**src/rtl/dp_alu_pkg.sv**
```systemverilog
package dp_alu_pkg;

  typedef enum logic [3:0] {
    OP_AND = 4'd0,  OP_EOR = 4'd1,  OP_SUB = 4'd2,  OP_RSB = 4'd3,
    OP_ADD = 4'd4,  OP_ADC = 4'd5,  OP_SBC = 4'd6,  OP_RSC = 4'd7,
    OP_TST = 4'd8,  OP_TEQ = 4'd9,  OP_CMP = 4'd10, OP_CMN = 4'd11,
    OP_ORR = 4'd12, OP_MOV = 4'd13, OP_BIC = 4'd14, OP_MVN = 4'd15
  } alu_op_e;

  typedef struct packed {
    logic n;
    logic z;
    logic c;
    logic v;
  } flags_t;

  function automatic logic op_is_cmp(alu_op_e op);
    return (op == OP_TST) || (op == OP_TEQ) || (op == OP_CMP) || (op == OP_CMN);
  endfunction

  function automatic logic op_is_arith(alu_op_e op);
    case (op)
      OP_SUB, OP_RSB, OP_ADD, OP_ADC,
      OP_SBC, OP_RSC, OP_CMP, OP_CMN: return 1'b1;
      default:                        return 1'b0;
    endcase
  endfunction

endpackage

```
**src/rtl/dp_alu_core.sv**
```systemverilog
module dp_alu_core
  import dp_alu_pkg::*;
#(
  parameter int WIDTH = 32
) (
  input  alu_op_e          op,
  input  logic [WIDTH-1:0] rn,
  input  logic [WIDTH-1:0] n,
  input  logic             c_in,
  output logic [WIDTH-1:0] res,
  output logic             is_arith,
  output logic             carry,
  output logic             ovf
);

  localparam int MSB = WIDTH - 1;

  logic [WIDTH-1:0] add_a;
  logic [WIDTH-1:0] add_b;
  logic             add_cin;
  logic [WIDTH:0]   sum;
  logic [WIDTH-1:0] logic_res;

  // Operand steering: subtraction is a + ~b + 1, borrow-chained forms
  // replace the +1 with the stored carry.
  always_comb begin
    add_a   = rn;
    add_b   = n;
    add_cin = 1'b0;
    case (op)
      OP_ADD, OP_CMN: begin add_a = rn; add_b = n;  add_cin = 1'b0; end
      OP_ADC:         begin add_a = rn; add_b = n;  add_cin = c_in; end
      OP_SUB, OP_CMP: begin add_a = rn; add_b = ~n; add_cin = 1'b1; end
      OP_SBC:         begin add_a = rn; add_b = ~n; add_cin = c_in; end
      OP_RSB:         begin add_a = n;  add_b = ~rn; add_cin = 1'b1; end
      OP_RSC:         begin add_a = n;  add_b = ~rn; add_cin = c_in; end
      default:        begin add_a = rn; add_b = n;  add_cin = 1'b0; end
    endcase
  end

  assign sum = {1'b0, add_a} + {1'b0, add_b} + {{WIDTH{1'b0}}, add_cin};

  always_comb begin
    case (op)
      OP_AND, OP_TST: logic_res = rn & n;
      OP_EOR, OP_TEQ: logic_res = rn ^ n;
      OP_ORR:         logic_res = rn | n;
      OP_BIC:         logic_res = rn & ~n;
      OP_MOV:         logic_res = n;
      OP_MVN:         logic_res = ~n;
      default:        logic_res = '0;
    endcase
  end

  assign is_arith = op_is_arith(op);
  assign res      = is_arith ? sum[MSB:0] : logic_res;
  assign carry    = sum[WIDTH];
  assign ovf      = (add_a[MSB] == add_b[MSB]) && (sum[MSB] != add_a[MSB]);

endmodule

```
**src/rtl/dp_alu_flags.sv**
```systemverilog
module dp_alu_flags
  import dp_alu_pkg::*;
#(
  parameter int WIDTH = 32
) (
  input  logic             clk,
  input  logic             rst_n,
  input  alu_op_e          op,
  input  logic             set_flags,
  input  logic             shift_c,
  input  logic [WIDTH-1:0] res,
  input  logic             is_arith,
  input  logic             carry,
  input  logic             ovf,
  output flags_t           flags_q,
  output flags_t           flags_d,
  output logic             upd
);

  flags_t computed;

  assign upd = set_flags || op_is_cmp(op);

  always_comb begin
    computed.n = res[WIDTH-1];
    computed.z = (res == '0);
    computed.c = is_arith ? carry : shift_c;
    computed.v = is_arith ? ovf : flags_q.v;
  end

  always_comb begin
    flags_d = flags_q;
    if (upd) flags_d = computed;
  end

  always_ff @(posedge clk or negedge rst_n) begin
    if (!rst_n) flags_q <= '0;
    else if (upd) flags_q <= flags_d;
  end


  flags_hold_chk: assert property (@(posedge clk) disable iff (!rst_n)
    !upd |=> $stable(flags_q));


  zero_flag_chk: assert property (@(posedge clk) disable iff (!rst_n)
    upd |=> (flags_q.z == ($past(res) == '0)) && (flags_q.n == $past(res[WIDTH-1])));


  logic_cv_chk: assert property (@(posedge clk) disable iff (!rst_n)
    (upd && !is_arith) |=> (flags_q.v == $past(flags_q.v)) && (flags_q.c == $past(shift_c)));

endmodule

```
**src/rtl/dp_alu.sv**
```systemverilog
module dp_alu
  import dp_alu_pkg::*;
#(
  parameter int WIDTH = 32
) (
  input  logic             clk,
  input  logic             rst_n,
  input  logic [3:0]       op_i,
  input  logic [WIDTH-1:0] rn_i,
  input  logic [WIDTH-1:0] n_i,
  input  logic             set_flags_i,
  input  logic             shift_carry_i,
  output logic [WIDTH-1:0] result_o,
  output logic             wr_en_o,
  output logic [3:0]       flags_o,
  output logic [3:0]       flags_next_o
);

  alu_op_e          op;
  logic [WIDTH-1:0] res;
  logic             is_arith;
  logic             carry;
  logic             ovf;
  flags_t           flags_q;
  flags_t           flags_d;
  logic             upd;

  assign op = alu_op_e'(op_i);

  dp_alu_core #(.WIDTH(WIDTH)) u_core (
    .op       (op),
    .rn       (rn_i),
    .n        (n_i),
    .c_in     (flags_q.c),
    .res      (res),
    .is_arith (is_arith),
    .carry    (carry),
    .ovf      (ovf)
  );

  dp_alu_flags #(.WIDTH(WIDTH)) u_flags (
    .clk       (clk),
    .rst_n     (rst_n),
    .op        (op),
    .set_flags (set_flags_i),
    .shift_c   (shift_carry_i),
    .res       (res),
    .is_arith  (is_arith),
    .carry     (carry),
    .ovf       (ovf),
    .flags_q   (flags_q),
    .flags_d   (flags_d),
    .upd       (upd)
  );

  assign result_o     = res;
  assign wr_en_o      = !op_is_cmp(op);
  assign flags_o      = flags_q;
  assign flags_next_o = flags_d;


  cmp_no_write_chk: assert property (@(posedge clk) disable iff (!rst_n)
    (op_i[3:2] == 2'b10) |-> (!wr_en_o && upd));


  reset_clear_chk: assert property (@(posedge clk)
    !rst_n |-> (flags_o == 4'b0000));

endmodule

```
**config.mk**
```make
export PLATFORM = sky130hd
export DESIGN_NAME = dp_alu
export DESIGN_NICKNAME = d
export VERILOG_FILES = /design/src/rtl/dp_alu_pkg.sv /design/src/rtl/dp_alu_core.sv /design/src/rtl/dp_alu_flags.sv /design/src/rtl/dp_alu.sv
export SDC_FILE = /design/constraint.sdc
export NUM_CORES = 1
export LEC_CHECK = 0
export BUFFER_PORTS_ARGS = -buffer_cell sky130_fd_sc_hd__buf_2
export CAP_MARGIN = 20
export CORE_ASPECT_RATIO = 0.75
export CORE_MARGIN = 10
export CORE_UTILIZATION = 30
export CTS_CLUSTER_SIZE = 16
export DETAILED_ROUTE_END_ITERATION = 10
export GPL_TIMING_DRIVEN = 1
export SLEW_MARGIN = 20
export SYNTH_ARGS = -nofsm -noshare
export SYNTH_HDL_FRONTEND = slang
export SYNTH_HIERARCHICAL = 1
export SYNTH_SLANG_ARGS = --single-unit
```
**constraint.sdc**
```tcl
create_clock -name clk -period 6.2 [get_ports clk]
set_input_delay 0.62 -clock clk [delete_from_list [all_inputs] [get_ports clk]]
set_output_delay 0.62 -clock clk [all_outputs]
set_load 0.01 [all_outputs]
```
==> flow_summary.toml, run 1 <==
[finish]
layout-drive-gt1-share_pct = 17.4
top_regs = "u_flags/flags_q: 4 flops"
regMostFlops = "u_flags/flags_q"
final_area_sq_um = 6330
multiInputGateArea_sq_um = 4860
layout_commonest_cell = "o21ai_0"
layout_common_cells = "o21ai_0 (173), nand2_1 (136), buf_2 (112)"
largest_register_ffs = 4
area_growth_pct = 16.1
nNetsFinal = 1111
regArea_sq_um = 100
fill_cells = 1984
layout.cells.non_filler = 1215

[sta]
hold_viol = 0
worst_pin_slew_ns = 0.783
max_freq_mhz = 172
setup_viol = 0
fin_crit_ns = 5.83
slew_viol_final = 0
relSlewSlack_pct = 47.3
skew_ns = 0.00419
tns_ns = 0
rsz0062_at_grt = "no"
finalCritPeriodShare_pct = 94.0

[setup_path]
crit_type = "input pin to output port"
end_kind = "output port"
cp_slowest_cell = "a311oi_2"
cpPeakStageDelay_ns = 0.45
cp_top_family = "simple AND/OR/NAND/NOR gates"
critPathCapture = "flags_next_o[2]"
crit_path_cell_trace = "buf_2 > nor2b_1 > nand2_4 > nand2_1 > buf_4 > nand2_1 > o21ai_0 > o21ai_0 > ha_1 > a21oi_1 > o21ai_0 > or3_1 > a211oi_2 > nor2_1 > a311oi_2 > xor2_1 > o21ai_1 > nor4_2 > nand4_1 > o31ai_1 > buf_2"
crit_arrival_ns = 5.21
startpoint_type = "input pin"
worst_path_most_repeated_cell = "o21ai_0"
crit_cells = 21
path_buf_inv = 3
r2r_cells = 17
required_ns = 5.58
critPathMaxFanout = 19
reg2reg_to = "u_flags/flags_q[2]$_DFFE_PN0P_"
critPathLaunch = "op_i[0]"
rrSetupSlack_ns = 2.01
reg2reg_from = "u_flags/flags_q[1]$_DFFE_PN0P_"

[clock_network]
clockBufferDepth = 2
h-tree-depth = 1
numCtsBuffers = 3
insertion_delay_ns = 0.23
cts_hold_buf = 0
cts_tree = "yes"
clk_pin_slew_ns = 0.03
root_buffer = "clkbuf_16"
cts.sinks = 4

[placed_design]
io_buffers = 112
dp.cells = 1211
hpwl_microns = 16000
postPlaceCellArea_sq_um = 6230
place_congestion = 0.922

[hold_path]
hold_class = "input pin to asynchronous set/reset pin"

[power_and_ir_drop]
p_total_uw = 924
p_per_area_nw_per_um2 = 146
leakage_nw = 2.87
ir_drop_uv = 130

[route]
dr.pass1.iters = 6
routed_wl_microns = 20300
vias = 6539
routedWlPerCell_microns = 16.7
postRouteAntennaNets = 0
viasPerCell = 5.38
dr.first_iter.drc_count = 544
drc = 0

[synthesis]
netlist_instances = 897
syn_area_sq_um = 5450
yosysWarnings = 6
synth_nets = 1034
syn_area_per_cell_sq_um = 6.08

[global_route]
grt_pass1_wl_microns = 32400
overflow = 0
grt_antenna_before_repair = 1
grt_max_degree = 35
grt_pass1_vias = 6015
grt_usage_pct = 16.0

[die]
dieArea_sq_um = 24000
io_pins = 113
start_util_pct = 30.7
die_y_microns = 137
fp.dieW_microns = 176
row_count = 42
core-area_sq_um = 17800

[job]
maxCapViolCount = 0

[run_status]
status = "complete, no violations"
-- stage by stage --
| step | setup slack, ns | hold WS (ns) | utilization, % |
|---|---|---|---|
| CTS | 0.302 | 0.192 | 35.5 |
| detailed placement | 0.306 | 0.429 | 35.1 |
| floorplan | 0.968 | 0.324 | - |
| finish | 0.370 | 0.195 | 35.6 |
| global route | 0.0410 | 0.198 | 35.6 |
| global placement | 0.443 | 0.430 | 35.1 |
-- report_power, final --
part | total, mW | internal [mW] | switching (mW)
clock network | 0.101 | 0.0825 | 0.0187
logic | 0.788 | 0.307 | 0.481
registers | 0.0356 | 0.0313 | 0.00435
total | 0.924 | 0.420 | 0.504
-- metal layers --
| metal | routed length, microns | global-route usage (%) | vias up |
|---|---|---|---|
| li1 | - | - | 3353 |
| met1 | 9980 | 22.9 | 2991 |
| met2 | 8840 | 25.6 | 190 |
| met3 | 1410 | 2.56 | 5 |
| met4 | 44 | 1.13 | 0 |
| met5 | 0 | 0 | - |
-- how the worst min path moves through the flow --
stage | start | endpoint | cells past startpoint
detailed placement | rst_n | u_flags/flags_q[3]$_DFFE_PN0P_ | 1
CTS | rst_n | u_flags/flags_q[0]$_DFFE_PN0P_ | 1
finish | rst_n | u_flags/flags_q[0]$_DFFE_PN0P_ | 1
global route | rst_n | u_flags/flags_q[0]$_DFFE_PN0P_ | 1
floorplan | rst_n | u_flags/flags_q[0]$_DFFE_PN0P_ | 0
global placement | rst_n | u_flags/flags_q[0]$_DFFE_PN0P_ | 1
-- timing repair --
item / CTS / global route
gates resized for setup: 0 / 4
setup buffers: 0 / 0
setup endpoints to repair: 0 / 1
-- layout make-up --
| cell class | instances | area share [%] |
|---|---|---|
| Inverter | 77 | 4.57 |
| Timing Repair Buffer | 130 | 11.1 |
| Sequential cell | 4 | 1.58 |
| Multi-Input combinational cell | 758 | 76.8 |
| Antenna cell | 1 | 0.0395 |
| Tap cell | 242 | 4.78 |
| Clock buffer | 3 | 1.19 |
Power figures use the tool's default switching activity.
==> run 2: changes to the inputs <==
--- a/config.mk
+++ b/config.mk
@@ -12,7 +12,7 @@
 export CORE_UTILIZATION = 30
 export CTS_CLUSTER_SIZE = 16
 export DETAILED_ROUTE_END_ITERATION = 10
-export GPL_TIMING_DRIVEN = 1
+export GPL_TIMING_DRIVEN = 0
 export SLEW_MARGIN = 20
 export SYNTH_ARGS = -nofsm -noshare
 export SYNTH_HDL_FRONTEND = slang
==> run 2 against run 1 <==
Clock power barely moved. Register-to-register slack got worse by 0.19 ns. Worst hold slack improved by 0.0033 ns. Global-route usage rose by 1.7 points. Setup slack got worse by 0.13 ns. Combinational power rose by 2.9%. Final area rose by 2.6%. Non-clock buffer count rose by 39.
==> flow_summary.toml, run 2 (synthesis gave the netlist of run 1 again) <==
[finish]
utilization_pct = 36.5
nNetsFinal = 1150
area_growth_pct = 19.1
top_regs = "u_flags/flags_q: 4 flops"
largest_register_ffs = 4
regArea_sq_um = 100
fill_cells = 1975
layout-drive-gt1-share_pct = 17.8
multiInputGateArea_sq_um = 4890
regMostFlops = "u_flags/flags_q"
layout_commonest_cell = "o21ai_0"
layout_common_cells = "o21ai_0 (169), nand2_1 (135), buf_2 (118)"
final_area_sq_um = 6490

[clock_network]
numCtsBuffers = 3
insertion_delay_ns = 0.22
h-tree-depth = 1
clk_pin_slew_ns = 0.03
cts.sinks = 4
cts_hold_buf = 0
clockBufferDepth = 2
cts_tree = "yes"
root_buffer = "clkbuf_16"

[route]
postRouteAntennaNets = 0
dr.first_iter.drc_count = 651
wl_met1_microns = 10400
viasPerCell = 5.50
routed-wl-met2_microns = 9810
dr.max_layer_used = "met5"
routed-wl-met3_microns = 2350
vias = 6895
drc = 0
routed_wl_microns = 22800
dr.pass1.iters = 5
routedWlPerCell_microns = 18.2

[job]
maxCapViolCount = 0

[placed_design]
place_congestion = 0.922
postPlaceCellArea_sq_um = 6310
io_buffers = 112
hpwl_microns = 18100
preCtsSetupSlack_ns = -0.474

[die]
row_count = 42
core-area_sq_um = 17800
io_pins = 113
dieArea_sq_um = 24000
fp.dieW_microns = 176
start_util_pct = 30.7
die_y_microns = 137

[setup_path]
startpoint_type = "input pin"
r2r_cells = 18
critPathMaxFanout = 10
crit_type = "input pin to output port"
end_kind = "output port"
required_ns = 5.58
crit_arrival_ns = 5.34

[sta]
fin_hold_ws_ns = 0.198
rsz0062_at_grt = "no"
hold_viol = 0
skew_ns = 0.00199
setup_viol = 0
max_freq_mhz = 168
relSlewSlack_pct = 45.4
worst_pin_slew_ns = 0.819
slew_viol_final = 0
fin_crit_ns = 5.96
fin_ws_ns = 0.239
finalCritPeriodShare_pct = 96.1

[global_route]
grt_usage_pct = 17.7
grt_pass1_vias = 6288
grt_max_degree = 12
grt_antenna_before_repair = 2
grt_pass1_wl_microns = 35000
overflow = 0

[power_and_ir_drop]
p_total_uw = 945
leakage_nw = 2.91
p_per_area_nw_per_um2 = 146
ir_drop_uv = 118

[run_status]
status = "complete, no violations"

[hold_path]
hold_class = "input pin to asynchronous set/reset pin"
run 2: cell count changes in the layout (fill, tap and decap cells not counted), sizes merged:
| cell | change |
|---|---|
| clkbuf | +47 |
| buf | -8 |
run 2: worst max-delay path, stage by stage:
cell and delay, ns:
buf_2 0.14, nor2b_2 0.17, nand2_2 0.16, clkbuf_4 0.25
clkbuf_4 0.27, a31oi_2 0.14, fa_1 0.45, inv_1 0.09
fa_1 0.22, a21oi_2 0.09, o211ai_1 0.38, a32oi_2 0.22
o21ai_2 0.29, a221oi_4 0.15, o41ai_2 0.39, xnor2_1 0.15
o21ai_0 0.14, nor4_2 0.24, nand4_1 0.29, o31ai_2 0.29
buf_2 0.17
run 2: cell type report:
| type | instances | share of cell area [%] |
|---|---|---|
| Multi-Input combinational cell | 758 | 75.3 |
| Clock buffer | 3 | 1.16 |
| Inverter | 77 | 4.45 |
| Sequential cell | 4 | 1.54 |
| Buffer | 55 | 3.97 |
| Timing Repair Buffer | 114 | 8.87 |
| Tap cell | 242 | 4.66 |
| Antenna cell | 1 | 0.0386 |
run 2: worst paths after layout:
check	to	slack (ns)	start
max	flags_next_o[2]	0.24	op_i[0]
min	u_flags/flags_q[0]$_DFFE_PN0P_	0.20	rst_n
max reg2reg	u_flags/flags_q[2]$_DFFE_PN0P_	1.82	u_flags/flags_q[1]$_DFFE_PN0P_
min reg2reg	u_flags/flags_q[0]$_DFFE_PN0P_	0.52	u_flags/flags_q[0]$_DFFE_PN0P_
max in group asynchronous	u_flags/flags_q[3]$_DFFE_PN0P_	5.88	rst_n
min in group clk	u_flags/flags_q[0]$_DFFE_PN0P_	0.52	u_flags/flags_q[0]$_DFFE_PN0P_
run 2: power by group:
group	total (mW)	switching, mW	internal (mW)
logic	0.811	0.499	0.311
registers	0.0352	0.00396	0.0313
clock network	0.0997	0.0174	0.0823
total	0.945	0.520	0.425
run 2: what timing repair did:
action,4_1_cts,5_1_grt
setup endpoints to repair,1,2
resized for setup,18,31
setup buffers,0,2
pin swaps,0,3
run 2: stage by stage:
step                      TNS (ns)  cells
after floorplan                  0    897
after global placement      -0.411   1251
after detailed placement    -0.474   1251
after CTS                        0   1253
after global routing             0   1253
final                            0   1254
run 2: per-layer routing:
| layer | vias to the layer above | track usage [%] |
|---|---|---|
| li1 | 3433 | - |
| met5 | - | 0 |
| met1 | 3139 | 24.6 |
| met3 | 15 | 3.00 |
| met4 | 2 | 2.87 |
| met2 | 306 | 28.4 |
==> run 3: changes to the inputs <==
--- a/config.mk
+++ b/config.mk
@@ -5,7 +5,7 @@
 export SDC_FILE = /design/constraint.sdc
 export NUM_CORES = 1
 export LEC_CHECK = 0
-export BUFFER_PORTS_ARGS = -buffer_cell sky130_fd_sc_hd__buf_2
+export BUFFER_PORTS_ARGS = -buffer_cell sky130_fd_sc_hd__buf_4
 export CAP_MARGIN = 20
 export CORE_ASPECT_RATIO = 0.75
 export CORE_MARGIN = 10
==> run 3 against run 2 <==
Sequential share of layout area is 0.062 points lower. Critical path depth is 1 lower. Sequential power is 2% higher. Clock power hardly changed. Worst hold slack worse by 0.014 ns. Routed wire length is 0.61% higher. Clock skew hardly changed. Non-clock buffer count is 1 lower. Via count is 1.4% higher. Global-route usage is 0.050 points higher. Utilization is 1.5 points higher. Register-to-register slack better by 0.16 ns.
==> flow_summary.toml, run 3 (synthesis gave the netlist of run 1 again) <==
[clock_network]
cts_tree = "yes"
clk_pin_slew_ns = 0.03
numCtsBuffers = 3
root_buffer = "clkbuf_16"
clockBufferDepth = 2
cts_hold_buf = 0
h-tree-depth = 1
cts.sinks = 4
insertion_delay_ns = 0.22

[finish]
layout_commonest_cell = "o21ai_0"
layout_common_cells = "o21ai_0 (169), nand2_1 (135), buf_4 (115)"
area_growth_pct = 24.1
final_area_sq_um = 6760
nNetsFinal = 1149
top_regs = "u_flags/flags_q: 4 flops"
layout-drive-gt1-share_pct = 17.4
utilization_pct = 38.1
largest_register_ffs = 4
regMostFlops = "u_flags/flags_q"
n_antenna_cell = 0

[job]
maxCapViolCount = 0

[setup_path]
required_ns = 5.58
end_kind = "output port"
critPathMaxFanout = 10
critPathLaunch = "op_i[0]"
rrSetupSlack_ns = 1.98
startpoint_type = "input pin"
crit_arrival_ns = 5.37
reg2reg_from = "u_flags/flags_q[1]$_DFFE_PN0P_"
crit_type = "input pin to output port"

[sta]
setup_viol = 0
worst_pin_slew_ns = 0.798
slew_viol_final = 0
finalCritPeriodShare_pct = 96.5
max_freq_mhz = 167
relSlewSlack_pct = 46.8
hold_viol = 0
tns_ns = 0
skew_ns = 0.00163
rsz0062_at_grt = "no"
fin_crit_ns = 5.99
fin_hold_ws_ns = 0.184

[power_and_ir_drop]
intPower_uw = 471
p_comb_share_pct = 86.4
pwr-share-clk_pct = 10.0
p_switching_uw = 526
swShare_pct = 52.8
seqPwrFrac_pct = 3.6
p_per_area_nw_per_um2 = 147
p_total_uw = 996
leakage_nw = 3.00
ir_drop_uv = 161

[die]
core-area_sq_um = 17800
io_pins = 113
row_count = 42
die_y_microns = 137
dieArea_sq_um = 24000
start_util_pct = 30.7
fp.dieW_microns = 176

[hold_path]
hold_class = "input pin to asynchronous set/reset pin"

[global_route]
grt_usage_pct = 17.8
grt_max_degree = 12
grt_pass1_wl_microns = 34900
overflow = 0
grt_pass1_vias = 6213
grt_antenna_before_repair = 0

[placed_design]
io_buffers = 112
hpwl_microns = 18100
place_congestion = 0.979
postPlaceCellArea_sq_um = 6600

[run_status]
status = "complete, no violations"

[route]
postRouteAntennaNets = 0
routed_wl_microns = 22900
dr.pass1.iters = 7
viasPerCell = 5.58
drc = 0
dr.first_iter.drc_count = 775
vias = 6991
routedWlPerCell_microns = 18.3
## run 3: changes by cell type in the layout (fill, tap and decap cells not counted), moves of 2 or more
cell      delta
buf_4      +112
buf_2      -111
clkbuf_2     -3
clkbuf_1     +2
## run 3: power groups by stage
stage	Combinational (mW)	Sequential, mW	Clock, mW
global route	0.945	0.0367	0.103
floorplan	0.527	0.0374	0
finish	0.861	0.0358	0.0999
CTS	0.841	0.0359	0.101
global placement	0.830	0.0359	0
detailed placement	0.833	0.0359	0
## run 3: worst paths after layout
kind,endpoint,cells past startpoint
setup reg to reg,u_flags/flags_q[2]$_DFFE_PN0P_,17
max in group asynchronous,u_flags/flags_q[3]$_DFFE_PN0P_,1
setup / recovery,flags_next_o[2],20
min in group clk,u_flags/flags_q[0]$_DFFE_PN0P_,1
hold reg to reg,u_flags/flags_q[0]$_DFFE_PN0P_,1
hold / removal,u_flags/flags_q[2]$_DFFE_PN0P_,1
## run 3: area by class of cell
| class | instances | area [sq um] |
|---|---|---|
| repair buffers | 113 | 848 |
| fillers | 1928 | 11000 |
| clock buffers | 3 | 75.1 |
| inverters | 77 | 289 |
| flip-flops and latches | 4 | 100 |
| plain buffers | 55 | 255 |
| multi-input cells | 758 | 4890 |
| well taps | 242 | 303 |
## run 3: stage by stage
step,worst slack (ns),instances
6_report,0.215,1252
2_1_floorplan,0.968,897
4_1_cts,0.000798,1253
3_5_place_dp,-0.471,1251
5_1_grt,0.00765,1252
3_3_place_gp,-0.472,1251
## run 3: per-layer routing
| layer | GRT usage, % | wire length [microns] | part of all wire (%) | vias up |
|---|---|---|---|---|
| li1 | - | - | - | 3438 |
| met1 | 25.9 | 10400 | 46 | 3189 |
| met2 | 27.5 | 9880 | 43 | 343 |
| met3 | 2.37 | 2380 | 10 | 21 |
| met4 | 2.49 | 212 | 0.92 | 0 |
| met5 | 0 | 0 | 0 | - |
## run 3: critical path: stages
cell and delay, ns:
buf_4 0.14, nor2b_1 0.15, nand2_2 0.16, clkbuf_4 0.26, buf_2 0.34, a31oi_2 0.16, fa_1 0.46, inv_1 0.09
fa_1 0.22, a21oi_2 0.09, o211ai_1 0.35, a32o_1 0.34, a21oi_4 0.10, o211ai_1 0.39, nor4b_1 0.09, a211o_1 0.32
nor4_2 0.36, nand4_1 0.27, o31ai_2 0.29, buf_4 0.16
## run 3: repair_timing
action | 4_1_cts | 5_1_grt
endpoints found under the setup margin | 1 | 1
cloned | 0 | 0
resized for setup | 18 | 29
pin swaps | 0 | 4
setup buffers | 0 | 1
